**src/rtl/pb_pkg.sv**
```systemverilog
package pb_pkg;
  // Strobes from control to datapath
  typedef struct packed {
    logic load;   // accept the current pair into the result registers
    logic sof;    // current pair is the first of a frame
  } ctrlStrobe_t;

  localparam int LANES = 2;  // real and imaginary component lanes
endpackage

```
**src/rtl/pb_ctrl.sv**
```systemverilog
module pb_ctrl
  import pb_pkg::*;
#(
  parameter int FRAME_PAIRS = 64
) (
  input  logic        clk,
  input  logic        rstN,
  input  logic        evenValid,
  input  logic        oddValid,
  output ctrlStrobe_t strobe,
  output logic        outValid,
  output logic        outSof,
  output logic        alignErr
);
  localparam int CNT_W = (FRAME_PAIRS > 1) ? $clog2(FRAME_PAIRS) : 1;
  localparam logic [CNT_W-1:0] LAST_IDX = CNT_W'(FRAME_PAIRS - 1);

  logic [CNT_W-1:0] pairCnt;
  logic             mismatch;

  // A pair is only taken when both lanes agree
  always_comb begin
    strobe.load = evenValid && oddValid;
    strobe.sof  = strobe.load && (pairCnt == '0);
    mismatch    = evenValid ^ oddValid;
  end

  always_ff @(posedge clk) begin
    if (!rstN) begin
      pairCnt  <= '0;
      outValid <= 1'b0;
      outSof   <= 1'b0;
      alignErr <= 1'b0;
    end else begin
      outValid <= strobe.load;
      outSof   <= strobe.sof;
      alignErr <= mismatch;
      if (strobe.load) begin
        pairCnt <= (pairCnt == LAST_IDX) ? '0 : pairCnt + 1'b1;
      end
    end
  end

  assert_pair_R5: assert property (@(posedge clk) disable iff (!rstN)
    (evenValid && oddValid) |=> (outValid && !alignErr));

  assert_mismatch_R6: assert property (@(posedge clk) disable iff (!rstN)
    (evenValid != oddValid) |=> (alignErr && !outValid));

  assert_idle_R9: assert property (@(posedge clk) disable iff (!rstN)
    (!evenValid && !oddValid) |=> (!alignErr && !outValid));

  assert_sof_valid_R7: assert property (@(posedge clk) disable iff (!rstN)
    outSof |-> outValid);

  assert_sof_stable_R6: assert property (@(posedge clk) disable iff (!rstN)
    (evenValid != oddValid) |=> $stable(pairCnt));
endmodule

```
**src/rtl/pb_dpath.sv**
```systemverilog
module pb_dpath
  import pb_pkg::*;
#(
  parameter int DATA_W = 10
) (
  input  logic                     clk,
  input  logic                     rstN,
  input  ctrlStrobe_t              strobe,
  input  logic signed [DATA_W-1:0] evenRe,
  input  logic signed [DATA_W-1:0] evenIm,
  input  logic signed [DATA_W-1:0] oddRe,
  input  logic signed [DATA_W-1:0] oddIm,
  output logic signed [DATA_W-1:0] sumRe,
  output logic signed [DATA_W-1:0] sumIm,
  output logic signed [DATA_W-1:0] diffRe,
  output logic signed [DATA_W-1:0] diffIm
);
  localparam int EXT_W = DATA_W + 1;
  localparam logic signed [EXT_W-1:0] MAX_V = EXT_W'((1 << (DATA_W - 1)) - 1);
  localparam logic signed [EXT_W-1:0] MIN_V = -MAX_V - EXT_W'(1);

  function automatic logic signed [DATA_W-1:0] clampW(input logic signed [EXT_W-1:0] v);
    if (v > MAX_V)      return MAX_V[DATA_W-1:0];
    else if (v < MIN_V) return MIN_V[DATA_W-1:0];
    else                return v[DATA_W-1:0];
  endfunction

  logic signed [DATA_W-1:0] evenC [LANES];
  logic signed [DATA_W-1:0] oddC  [LANES];
  logic signed [DATA_W-1:0] sumQ  [LANES];
  logic signed [DATA_W-1:0] diffQ [LANES];

  assign evenC[0] = evenRe;
  assign evenC[1] = evenIm;
  assign oddC[0]  = oddRe;
  assign oddC[1]  = oddIm;

  for (genvar lane = 0; lane < LANES; lane++) begin : g_lane
    logic signed [EXT_W-1:0] evenX, oddX, sumX, diffX;

    always_comb begin
      evenX = {evenC[lane][DATA_W-1], evenC[lane]};
      oddX  = {oddC[lane][DATA_W-1], oddC[lane]};
      sumX  = evenX + oddX;
      diffX = evenX - oddX;
    end

    always_ff @(posedge clk) begin
      if (!rstN) begin
        sumQ[lane]  <= '0;
        diffQ[lane] <= '0;
      end else if (strobe.load) begin
        sumQ[lane]  <= clampW(sumX);
        diffQ[lane] <= clampW(diffX);
      end
    end

    assert_hold_R8: assert property (@(posedge clk) disable iff (!rstN)
      !strobe.load |=> ($stable(sumQ[lane]) && $stable(diffQ[lane])));

    assert_no_overflow_R4: assert property (@(posedge clk) disable iff (!rstN)
      (strobe.load && !evenC[lane][DATA_W-1] && !oddC[lane][DATA_W-1])
        |=> !sumQ[lane][DATA_W-1]);
  end

  assign sumRe  = sumQ[0];
  assign sumIm  = sumQ[1];
  assign diffRe = diffQ[0];
  assign diffIm = diffQ[1];
endmodule

```
**src/rtl/pb_merge_stage.sv**
```systemverilog
module pb_merge_stage
  import pb_pkg::*;
#(
  parameter int DATA_W      = 10,
  parameter int FRAME_PAIRS = 64
) (
  input  logic                     clk,
  input  logic                     rstN,
  input  logic                     evenValid,
  input  logic signed [DATA_W-1:0] evenRe,
  input  logic signed [DATA_W-1:0] evenIm,
  input  logic                     oddValid,
  input  logic signed [DATA_W-1:0] oddRe,
  input  logic signed [DATA_W-1:0] oddIm,
  output logic                     outValid,
  output logic                     outSof,
  output logic signed [DATA_W-1:0] sumRe,
  output logic signed [DATA_W-1:0] sumIm,
  output logic signed [DATA_W-1:0] diffRe,
  output logic signed [DATA_W-1:0] diffIm,
  output logic                     alignErr
);
  ctrlStrobe_t strobe;

  pb_ctrl #(.FRAME_PAIRS(FRAME_PAIRS)) u_ctrl (
    .clk(clk), .rstN(rstN),
    .evenValid(evenValid), .oddValid(oddValid),
    .strobe(strobe),
    .outValid(outValid), .outSof(outSof), .alignErr(alignErr)
  );

  pb_dpath #(.DATA_W(DATA_W)) u_dpath (
    .clk(clk), .rstN(rstN), .strobe(strobe),
    .evenRe(evenRe), .evenIm(evenIm), .oddRe(oddRe), .oddIm(oddIm),
    .sumRe(sumRe), .sumIm(sumIm), .diffRe(diffRe), .diffIm(diffIm)
  );

  assert_sum_R2: assert property (@(posedge clk) disable iff (!rstN)
    (evenValid && oddValid && evenRe == 0 && evenIm == 0) |=>
      (sumRe == $past(oddRe) && sumIm == $past(oddIm)));

  assert_diff_R3: assert property (@(posedge clk) disable iff (!rstN)
    (evenValid && oddValid && oddRe == 0 && oddIm == 0) |=>
      (diffRe == $past(evenRe) && diffIm == $past(evenIm)));
endmodule

```
**config.mk**
```make
export PLATFORM = sky130hd
export DESIGN_NAME = pb_merge_stage
export DESIGN_NICKNAME = d
export VERILOG_FILES = /design/src/rtl/pb_pkg.sv /design/src/rtl/pb_ctrl.sv /design/src/rtl/pb_dpath.sv /design/src/rtl/pb_merge_stage.sv
export SDC_FILE = /design/constraint.sdc
export NUM_CORES = 1
export LEC_CHECK = 0
export ABC_AREA = 1
export BUFFER_PORTS_ARGS = -buffer_cell sky130_fd_sc_hd__buf_4
export CAP_MARGIN = 20
export CORE_ASPECT_RATIO = 1.1
export CORE_MARGIN = 2
export CORE_UTILIZATION = 57
export CTS_CLUSTER_SIZE = 14
export DETAILED_ROUTE_END_ITERATION = 10
export PLACE_DENSITY = 0.78
export RECOVER_POWER = 100
export SLEW_MARGIN = 10
export SYNTH_ARGS = -nofsm -noshare
export SYNTH_HDL_FRONTEND = slang
export SYNTH_SLANG_ARGS = --single-unit
```
**constraint.sdc**
```tcl
create_clock -name clk -period 4.3 [get_ports clk]
set_input_delay 0.86 -clock clk [delete_from_list [all_inputs] [get_ports clk]]
set_output_delay 0.86 -clock clk [all_outputs]
set_load 0.05 [all_outputs]
```
After elaboration in Yosys (flattened, before gate mapping) --
Memories as Yosys holds them, arrays and structs flattened. Index checks and enable logic that the tools add are counted.
Cells by class: add/sub/neg operators 5, magnitude comparators 8, equal/unequal tests 1, mux-type cells 25, bitwise gates (word level) 5, reduce and logical (&&, ||, !) cells 3
Operators with widths (number):
- 10-bit 2-to-1 mux | 20
- 11-bit by 10-bit greater-than comparator with 1-bit output (second input constant) | 4
- 11-bit by 10-bit < comparator with 1-bit output (second input constant) | 4
- 10-bit by 10-bit adder with 11-bit output | 2
- 10-bit by 10-bit subtractor with 11-bit output | 2
- 6-bit by 1-bit adder with 6-bit output (second input constant) | 1
- 6-bit == test (second input constant) | 1
- 6-bit zero test | 1
- 6-bit 2-to-1 mux | 1
- 1-bit 2-to-1 mux | 4
- 1-bit bitwise OR | 4
- 1-bit logical AND | 2
- 1-bit XOR | 1
Storage, ports and cells: flip-flop bits (word level) 9, RAM bits 40, input port bits 44, output and inout bits 43, word-level logic and storage cells 53, memories kept 2
Memories:
- u_dpath.diffQ | words 2, width 10, read ports 2, clocked after memory_dff 0, write ports 2, RTL line pb_dpath.sv:31 | logic signed [DATA_W-1:0] diffQ [LANES];
- u_dpath.sumQ | words 2, width 10, read ports 2, clocked after memory_dff 0, write ports 2, RTL line pb_dpath.sv:30 | logic signed [DATA_W-1:0] sumQ [LANES];

Logic depth before layout (Yosys ltp) --
Gate-level depths: netlist of the first run.
depth in word-level cells 7, depth in mapped cells 15

By module --
From an unflattened synthesis of the first run, not the netlist that was laid out.
Second synthesis, totals: cell total of the unflattened synthesis 587, area, all modules 4377.9 um^2
By module, submodules not included:
- pb_dpath | times used 1, cells each 528, area an instance 3953.8 um^2
- pb_ctrl | times used 1, cells each 59, area an instance 424.2 um^2

Worst setup path before layout of the first run --
OpenSTA, ideal clock, no wires.
path kind in2reg, from input evenIm[0], to memory u_dpath.diffQ[1][0] (data pin), library setup time 0.254 ns, arrival time 2.192 ns, path slack 1.855 ns, stages on the path 13, cell sequence inv_1 > ha_1 > fa_1 > inv_1 > nand2_1 > nand3_1 > nand2_1 > nand2_1 > nand2_1 > nand2_1 > nand2_4 > nand2_4 > nor2_1
RTL lines:
- from (decl) | RTL line pb_merge_stage.sv:11 | input logic signed [DATA_W-1:0] evenIm,
- to (decl) | RTL line pb_dpath.sv:31

==> results of run 1 <==
## stage by stage
step           worst slack [ns]  cell area, µm²
2_1_floorplan             1.855            4317
4_1_cts                   1.715            5072
6_report                  1.377            4862
3_3_place_gp              1.536            4980
3_5_place_dp              1.397            4980
5_1_grt                   1.125            4862
## worst reg2reg max path, stage by stage (launching register included)
cell and delay, ns:
dfxtp_1 0.36, ha_1 0.19, inv_1 0.06, nor2_1 0.09, nand3_1 0.09, o21ai_0 0.28, o21bai_1 0.17, a21oi_1 0.05
## power by group through the flow
stage / Sequential (mW) / Clock, mW / Combinational [mW]
6_report: 0.577 / 0.275 / 0.619
3_3_place_gp: 0.587 / 0 / 0.642
5_1_grt: 0.580 / 0.297 / 0.677
4_1_cts: 0.578 / 0.275 / 0.658
2_1_floorplan: 0.733 / 0 / 0.334
3_5_place_dp: 0.588 / 0 / 0.656
## Yosys cell counts, drive strengths merged
| cell | n |
|---|---|
| a21boi | 1 |
| a21o | 2 |
| a21oi | 40 |
| a31oi | 2 |
| and2 | 1 |
| buf | 11 |
| clkbuf | 2 |
| clkinv | 1 |
| dfxtp | 9 |
| edfxtp | 40 |
| fa | 4 |
| ha | 43 |
| inv | 100 |
| nand2 | 164 |
| nand3 | 50 |
| nand4 | 8 |
| nor2 | 51 |
| nor3 | 6 |
| nor3b | 1 |
| nor4 | 2 |
| o21ai | 15 |
| o21bai | 6 |
| xnor2 | 1 |
| xor2 | 20 |
## per-layer routing
metal  vias up  global-route usage, %  wire, µm
met1      1779                  33.41      4426
met3        11                  2.424       482
met2       104                  38.99      4602
li1       2012                      -         -
met5         -                      0         0
met4         0                  5.078       100
## state kept, by name (all words and copies together), names as in the netlist
name,count
u_ctrl.outSof,1
u_dpath.diffQ,20
u_ctrl.outValid,1
u_ctrl.pairCnt,6
u_dpath.sumQ,20
u_ctrl.alignErr,1
## how the worst max path moves through the flow
stage	startpoint	to	slack [ns]
2_1_floorplan	evenIm[0]	u_dpath.diffQ[1][0]	1.85
3_3_place_gp	evenIm[9]	u_dpath.diffQ[1][1]	1.54
3_5_place_dp	evenIm[9]	u_dpath.diffQ[1][1]	1.40
4_1_cts	evenIm[9]	u_dpath.diffQ[1][1]	1.71
5_1_grt	evenValid	u_ctrl.pairCnt[0]	1.13
6_report	evenValid	u_dpath.sumQ[0][2]	1.38
## cells by family (layout without fill, tap and decap cells)
family | Yosys count | after routing | share of synthesized area [%]
AOI/OAI and AO/OA | 66 | 66 | 8.609
and+or+nand+nor | 283 | 283 | 29.62
xor gates and xnor gates | 21 | 21 | 4.261
buffers and inverters | 114 | 196 | 11.19
adders and majority gates | 47 | 47 | 14.32
DFF | 49 | 49 | 32.00
## area by class of cell
cell class                      count  area [µm²]  share of cell area (%)
Clock buffer                        7       86.33                   1.776
Clock inverter                      1       6.256                  0.1287
Inverter                          101       380.4                   7.823
Multi-Input combinational cell    417        2415                   49.67
Sequential cell                    49        1381                   28.41
Tap cell                           87       108.9                   2.239
Timing Repair Buffer               87       484.2                   9.959
==> impl_metrics.py, run 1 <==
metrics = {
    "final_layout": {
        "final_cell_mix": "nand2_1 (151), inv_1 (93), nand3_1 (48)",
        "fin_cells": 749,
        "final.fill_count": 703,
        "drive_above_1_share_pct": 11.78,
        "post-route-util_pct": 65.79,
        "n_antenna_cell": 0,
        "area_delta_synth_final_pct": 12.64,
        "final_nets": 752,
        "final_common_cell": "nand2_1",
    },
    "timing": {
        "finalClockSkew_ns": 0.0008525,
        "rsz0062_at_grt": "no",
        "max_slew_margin_pct": -39.65,
        "maxSlewViolCount": 43,
        "fin_setup_tns_ns": 0,
        "worstMarginPinSlew_ns": 2.095,
        "setup_viol": 0,
        "whs_ns": 0.4803,
        "timing.final.crit_share_pct": 67.98,
        "period_needed_ns": 2.923,
        "finalHoldViolCount": 0,
        "fmax_ghz": 0.3421,
    },
    "clock_network": {
        "cts_sinks": 49,
        "clk_latency_ns": 0.29,
        "clock_path_buffers": 2,
        "post_cts_resized": 0,
        "cts_buffers": 5,
        "hold_buffers": 0,
        "h-tree-depth": 2,
        "clk_pin_slew_ns": 0.08,
        "cts_tree": "yes",
        "cts-root-buf": "clkbuf_8",
        "cts_setup_buffers": 0,
    },
    "critical_path": {
        "r2r_start": "u_ctrl.pairCnt[0]",
        "path_class": "in -> reg",
        "critPathCaptureType": "flip-flop",
        "crit_slowest_cell": "clkbuf_1",
        "r2r_slack_ns": 2.91,
        "rr_worst_depth": 7,
        "cp_top_family": "buffers and inverters",
        "reg2reg_to": "u_ctrl.pairCnt[5]",
        "crit_required_ns": 4.18,
        "crit_buf_inv": 3,
        "arrival_ns": 2.80,
        "slowest_delay_ns": 1.50,
        "worst-path-stages": 5,
        "startpoint_type": "input port",
        "crit_chain": "clkbuf_4, ha_1, inv_1, nand2_1, clkbuf_1",
        "crit_fanout": 42,
    },
    "power": {
        "p_leak_nw": 2.541,
        "netSwitchingFraction_pct": 41.12,
        "p_sw_uw": 604.6,
        "p_comb_share_pct": 42.1,
        "cellPowerDensity_nw_per_um2": 302.4,
        "vdd_drop_max_uv": 125.0,
        "pwr-share-clk_pct": 18.7,
        "total_power_mw": 1.470,
        "seqPwrFrac_pct": 39.2,
        "p_int_uw": 865.8,
    },
    "route": {
        "vias": 3906,
        "drc": 0,
        "vias_per_cell": 5.215,
        "wl_per_cell_um": 12.83,
        "dr.pass1.iters": 4,
        "ant_nets": 0,
        "drtIter0Drc": 256,
        "drt-total-wl_mm": 9.612,
    },
    "floorplan": {
        "start_util_pct": 58.41,
        "die_h_um": 95.27,
        "io_pins": 87,
        "core_region_area_um2": 7391,
        "die_x_um": 86.98,
        "num_rows": 33,
        "dieArea_um2": 8286,
    },
    "status": {
        "violations": "max-capacitance violations, max-slew violations",
        "status": "finished, violations left",
    },
    "hold_path": {
        "hp-class": "reg -> reg",
        "hold_end": "u_ctrl.outSof",
        "min_from": "u_ctrl.pairCnt[4]",
        "whs_path_depth": 1,
    },
    "synth": {
        "synth_area_per_cell_um2": 7.442,
        "yosys-top-cells-area": "edfxtp_1 (28%), nand2_1 (13%), ha_1 (12%), inv_1 (8.1%), nand3_1 (5.3%)",
        "synth_top_area_share_pct": 27.83,
        "synthCells": 580,
        "yosysSeqAreaShare_pct": 32.00,
        "yosys_warnings": 0,
        "ys_seq_elements": 49,
        "synth_fp_nets": 671,
        "ys_types": 37,
        "synth_top_area_cell": "edfxtp_1",
        "syn_area_um2": 4317,
    },
    "global_routing": {
        "grt_start_max_net_pins": 43,
        "grt_pass1_wl_mm": 15.76,
        "track_usage_pct": 23.56,
        "overflow": 0,
        "grt_pass1_vias": 3492,
        "antenna_found_initial": 0,
    },
    "placement": {
        "place_inst": 741,
        "port_buffers": 86,
        "dpl.hpwl_mm": 7.871,
        "gp_congestion": 0.9758,
    },
    "flow_run": {
        "max_cap_viol_count": 1,
    },
}
Power figures use the tool's default switching activity.
==> run 2, diff against run 1 <==
Settings changed: CORE_UTILIZATION 57 to 51, PLACE_DENSITY 0.78 to 0.74.
Clock period 4.3 ns to 2.4 ns, I/O delays scaled along.
==> impl_metrics.py, run 2 (same netlist as run 1, synthesis figures left out) <==
metrics = {
    "status": {
        "status": "completed",
    },
    "route": {
        "routed.top_layer": "met4",
        "vias_per_cell": 4.950,
        "wl_met1_mm": 4.555,
        "met2_wirelength_mm": 4.292,
        "drc": 0,
        "vias": 3866,
        "dr.pass1.iters": 5,
        "met3_length_um": 438,
        "drt-total-wl_mm": 9.432,
        "wl_per_cell_um": 12.08,
        "drtIter0Drc": 207,
        "ant_nets": 0,
    },
    "clock_network": {
        "cts-root-buf": "clkbuf_8",
        "post_cts_resized": 0,
        "clock_path_buffers": 2,
        "h-tree-depth": 2,
        "cts_tree": "yes",
        "cts_setup_buffers": 0,
        "clk_latency_ns": 0.30,
        "clk_pin_slew_ns": 0.10,
        "cts_sinks": 49,
        "hold_buffers": 0,
        "cts_buffers": 5,
    },
    "critical_path": {
        "path_class": "in -> reg",
        "critPathCaptureType": "flip-flop",
        "r2r_start": "u_ctrl.pairCnt[0]",
        "arrival_ns": 2.20,
        "rr_worst_depth": 7,
        "crit_required_ns": 2.47,
        "crit_fanout": 6,
        "startpoint_type": "input port",
        "crit_chain": "clkbuf_4, inv_1, ha_1, fa_1, inv_1, nand2_1, nand3_1, nand2_1, nand2_1, nand2_1, nand2_1, nand2_1, nand2_1, nor2_1",
        "slowest_delay_ns": 0.41,
        "crit_slowest_cell": "fa_1",
        "reg2reg_to": "u_ctrl.pairCnt[5]",
        "r2r_slack_ns": 1.06,
        "path_common_cell": "nand2_1",
    },
    "power": {
        "netSwitchingFraction_pct": 40.54,
        "p_sw_mw": 1.094,
        "p_leak_nw": 2.590,
        "seqPwrFrac_pct": 38.2,
        "cellPowerDensity_nw_per_um2": 542.2,
        "p_comb_share_pct": 41.6,
        "vdd_drop_max_uv": 230.7,
        "p_int_mw": 1.604,
        "pwr-share-clk_pct": 20.2,
    },
    "hold_path": {
        "hold_end": "u_ctrl.alignErr",
        "min_from": "rstN",
        "hp-class": "in -> reg",
        "whs_path_depth": 3,
    },
    "floorplan": {
        "start_util_pct": 51.88,
        "die_x_um": 91.72,
        "num_rows": 35,
        "dieArea_um2": 9217,
        "core_region_area_um2": 8320,
        "io_pins": 87,
        "die_h_um": 100.5,
    },
    "timing": {
        "max_slew_margin_pct": 36.46,
        "setup_viol": 0,
        "rsz0062_at_grt": "no",
        "finalClockSkew_ns": 0.0005360,
        "timing.final.crit_share_pct": 88.71,
        "period_needed_ns": 2.129,
        "finalHoldViolCount": 0,
        "worstMarginPinSlew_ns": 0.9531,
        "fmax_ghz": 0.4697,
        "fin_setup_tns_ns": 0,
        "maxSlewViolCount": 0,
    },
    "global_routing": {
        "grt_start_max_net_pins": 43,
        "grt_pass1_wl_mm": 15.42,
        "track_usage_pct": 20.51,
        "overflow": 0,
        "grt_pass1_vias": 3433,
        "antenna_found_initial": 0,
    },
    "final_layout": {
        "final_nets": 760,
        "reg_top3": "u_dpath.diffQ (20), u_dpath.sumQ (20), u_ctrl.pairCnt (6)",
        "area_delta_synth_final_pct": 15.25,
        "drive_above_1_share_pct": 12.99,
        "final_common_cell": "nand2_1",
        "n_antenna_cell": 0,
        "fin_cells": 781,
        "final_cell_mix": "nand2_1 (149), inv_1 (93), nor2_1 (48), nand3_1 (48)",
    },
    "placement": {
        "dpl.hpwl_mm": 7.862,
        "gp_congestion": 0.8866,
        "place_inst": 773,
        "port_buffers": 86,
    },
    "flow_run": {
        "max_cap_viol_count": 0,
    },
}
-- run 2: cell type report --
| type | instances | area (µm²) |
|---|---|---|
| Clock buffer | 7 | 97.59 |
| Clock inverter | 1 | 8.758 |
| Fill cell | 839 | 3346 |
| Inverter | 101 | 384.1 |
| Multi-Input combinational cell | 417 | 2422 |
| Sequential cell | 49 | 1381 |
| Tap cell | 111 | 138.9 |
| Timing Repair Buffer | 95 | 541.8 |
-- run 2: routing by layer --
layer | vias to the layer above | GRT usage (%)
met4 | 0 | 6.200
met2 | 115 | 33.31
met1 | 1714 | 29.14
met5 | - | 0
met3 | 11 | 2.169
li1 | 2026 | -
-- run 2: power groups by stage --
stage	Sequential [mW]	Clock, mW	Combinational, mW
6_report	1.03	0.546	1.12
2_1_floorplan	1.31	0	0.598
3_3_place_gp	1.05	0	1.18
5_1_grt	1.04	0.582	1.23
3_5_place_dp	1.05	0	1.19
4_1_cts	1.03	0.551	1.20
-- run 2: worst max-delay path: cells and delay by family --
kind	cells	cell delay, ns
AND/OR/NAND/NOR	9	0.81
adder cells (fa/ha/maj)	2	0.65
buffers and inverters	3	0.26
-- run 2: worst max-delay path by stage --
stage,startpoint,endpoint,slack [ns]
6_report,evenIm[0],u_dpath.diffQ[1][0],0.27
5_1_grt,evenIm[0],u_dpath.diffQ[1][0],0.11
4_1_cts,evenRe[0],u_dpath.diffQ[0][5],0.35
3_5_place_dp,evenRe[0],u_dpath.diffQ[0][5],0.04
3_3_place_gp,evenIm[0],u_dpath.diffQ[1][6],0.09
2_1_floorplan,evenIm[0],u_dpath.diffQ[1][0],0.33
-- run 2: stage by stage --
step           util (%)  hold WS [ns]  setup WS (ns)  power (mW)  instance area [µm²]
3_3_place_gp      60.93        0.4527        0.08582       2.232                 5070
3_5_place_dp      60.93        0.4561        0.04466       2.245                 5070
5_1_grt           59.79        0.4038         0.1124       2.851                 4975
4_1_cts           62.21        0.3917         0.3460       2.780                 5176
2_1_floorplan         -        0.4194         0.3347       1.912                 4317
6_report          59.79        0.3981         0.2711       2.697                 4975
==> run 3, diff against run 2 <==
==> constraint.sdc (replaced) <==
create_clock -name clk -period 2.4 [get_ports clk]
set_input_delay 0.24 -clock clk [delete_from_list [all_inputs] [get_ports clk]]
set_output_delay 0.24 -clock clk [all_outputs]
set_load 0.05 [all_outputs]
==> impl_metrics.py, run 3 (same netlist as run 1, synthesis figures left out) <==
metrics = {
    "placement": {
        "gp_congestion": 0.9341,
        "post_dp_cell_area_um2": 5010,
        "dp_worst_setup_slack_ns": 0.1875,
        "place_inst": 765,
        "port_buffers": 86,
        "dpl.hpwl_mm": 7.563,
    },
    "power": {
        "pwr-share-clk_pct": 24.4,
        "vdd_drop_max_uv": 257.8,
        "seqPwrFrac_pct": 36.5,
        "p_sw_mw": 1.088,
        "cellPowerDensity_nw_per_um2": 568.8,
        "netSwitchingFraction_pct": 38.52,
        "p_int_mw": 1.736,
        "p_leak_nw": 2.580,
        "p_comb_share_pct": 39.1,
    },
    "timing": {
        "rsz0062_at_grt": "no",
        "timing.final.crit_share_pct": 82.78,
        "setup_viol": 0,
        "fin_setup_tns_ns": 0,
        "worstMarginPinSlew_ns": 0.9929,
        "fin_ws_ns": 0.4132,
        "fmax_ghz": 0.5033,
        "period_needed_ns": 1.987,
        "finalHoldViolCount": 0,
        "max_slew_margin_pct": 33.81,
        "finalClockSkew_ns": 0.0005475,
        "maxSlewViolCount": 0,
    },
    "route": {
        "vias": 3837,
        "drt-total-wl_mm": 9.223,
        "dr.pass1.iters": 5,
        "ant_nets": 0,
        "drc": 0,
        "drtIter0Drc": 242,
        "vias_per_cell": 4.964,
        "wl_per_cell_um": 11.93,
    },
    "global_routing": {
        "antenna_found_initial": 0,
        "grt_pass1_wl_mm": 15.28,
        "grt_pass1_vias": 3445,
        "track_usage_pct": 20.00,
        "overflow": 0,
        "grt_start_max_net_pins": 43,
    },
    "final_layout": {
        "final_area_um2": 4965,
        "n_antenna_cell": 0,
        "drive_above_1_share_pct": 12.54,
        "fin_cells": 773,
        "final_cell_mix": "nand2_1 (148), inv_1 (93), nand3_1 (48)",
        "area_delta_synth_final_pct": 15.01,
        "final_nets": 752,
        "reg_top3": "u_dpath.diffQ (20), u_dpath.sumQ (20), u_ctrl.pairCnt (6)",
        "post-route-util_pct": 59.67,
        "final.fill_count": 821,
        "final_common_cell": "nand2_1",
    },
    "clock_network": {
        "h-tree-depth": 2,
        "clk_latency_ns": 0.29,
        "cts-root-buf": "clkbuf_8",
        "cts_sinks": 49,
        "cts_buffers": 5,
        "hold_buffers": 0,
        "post_cts_resized": 0,
        "clk_pin_slew_ns": 0.09,
        "clock_path_buffers": 2,
        "cts_tree": "yes",
        "cts_setup_buffers": 0,
    },
    "floorplan": {
        "die_x_um": 91.72,
        "die_h_um": 100.5,
        "dieArea_um2": 9217,
        "core_region_area_um2": 8320,
        "num_rows": 35,
        "start_util_pct": 51.88,
        "io_pins": 87,
    },
    "hold_path": {
        "hp-class": "in -> reg",
    },
    "critical_path": {
        "path_class": "in -> reg",
        "startpoint_type": "input port",
        "critPathCaptureType": "flip-flop",
        "crit_required_ns": 2.45,
        "crit_fanout": 11,
        "arrival_ns": 2.03,
    },
    "flow_run": {
        "max_cap_viol_count": 0,
    },
    "status": {
        "status": "completed",
    },
}
-- run 3: cell types whose count changed in the layout (fill, tap and decap cells not counted), moves of 2 or more --
cell	before	now
clkbuf_1	46	44
nand2_4	6	8
buf_4	46	40
bufinv_16	0	2
-- run 3: layout make-up --
cell class | count | area [µm²] | share of cell area [%]
sequential | 49 | 1381 | 27.82
clock inverter | 3 | 68.82 | 1.386
timing repair buffer | 87 | 485.5 | 9.778
inverter | 101 | 384.1 | 7.737
clock buffer | 5 | 68.82 | 1.386
multi-input combinational | 417 | 2437 | 49.09
tap | 111 | 138.9 | 2.797
-- run 3: routing by layer --
layer,routed length (µm),GRT usage [%],vias to the layer above
li1,-,-,2021
met1,4417,28.33,1690
met2,4182,32.81,122
met3,554,2.543,4
met4,69,4.937,0
met5,0,0,-
-- run 3: critical path, cell delays in order --
cell and delay (ns):
clkbuf_4 0.11, inv_1 0.04, ha_1 0.50, clkinv_1 0.31, o21bai_1 0.20, a21oi_1 0.08
nand4_1 0.08, nand2_1 0.18, nand3_1 0.20, nand2_1 0.10
-- run 3: worst paths after layout --
| path | startpoint | to | slack, ns | cells after the start |
|---|---|---|---|---|
| max reg2reg | u_ctrl.pairCnt[0] | u_ctrl.pairCnt[5] | 1.05 | 7 |
| min reg2reg | u_ctrl.pairCnt[2] | u_ctrl.outSof | 0.50 | 1 |
| min | rstN | u_ctrl.alignErr | 0.18 | 3 |
| max | oddIm[9] | u_dpath.diffQ[1][6] | 0.41 | 10 |
-- run 3: power by group through the flow --
| stage | clock network [mW] | logic [mW] | registers (mW) |
|---|---|---|---|
| 3_5_place_dp | 0 | 1.17 | 1.05 |
| 4_1_cts | 0.698 | 1.17 | 1.03 |
| 2_1_floorplan | 0 | 0.598 | 1.31 |
| 5_1_grt | 0.731 | 1.22 | 1.04 |
| 6_report | 0.689 | 1.10 | 1.03 |
| 3_3_place_gp | 0 | 1.15 | 1.05 |
-- run 3: metrics by stage --
stage               hold slack (ns)  total power, mW
floorplan                    0.3335            1.912
global placement             0.4542            2.203
detailed placement           0.4796            2.218
CTS                          0.1855            2.902
global route                 0.1878            2.987
finish                       0.1845            2.824
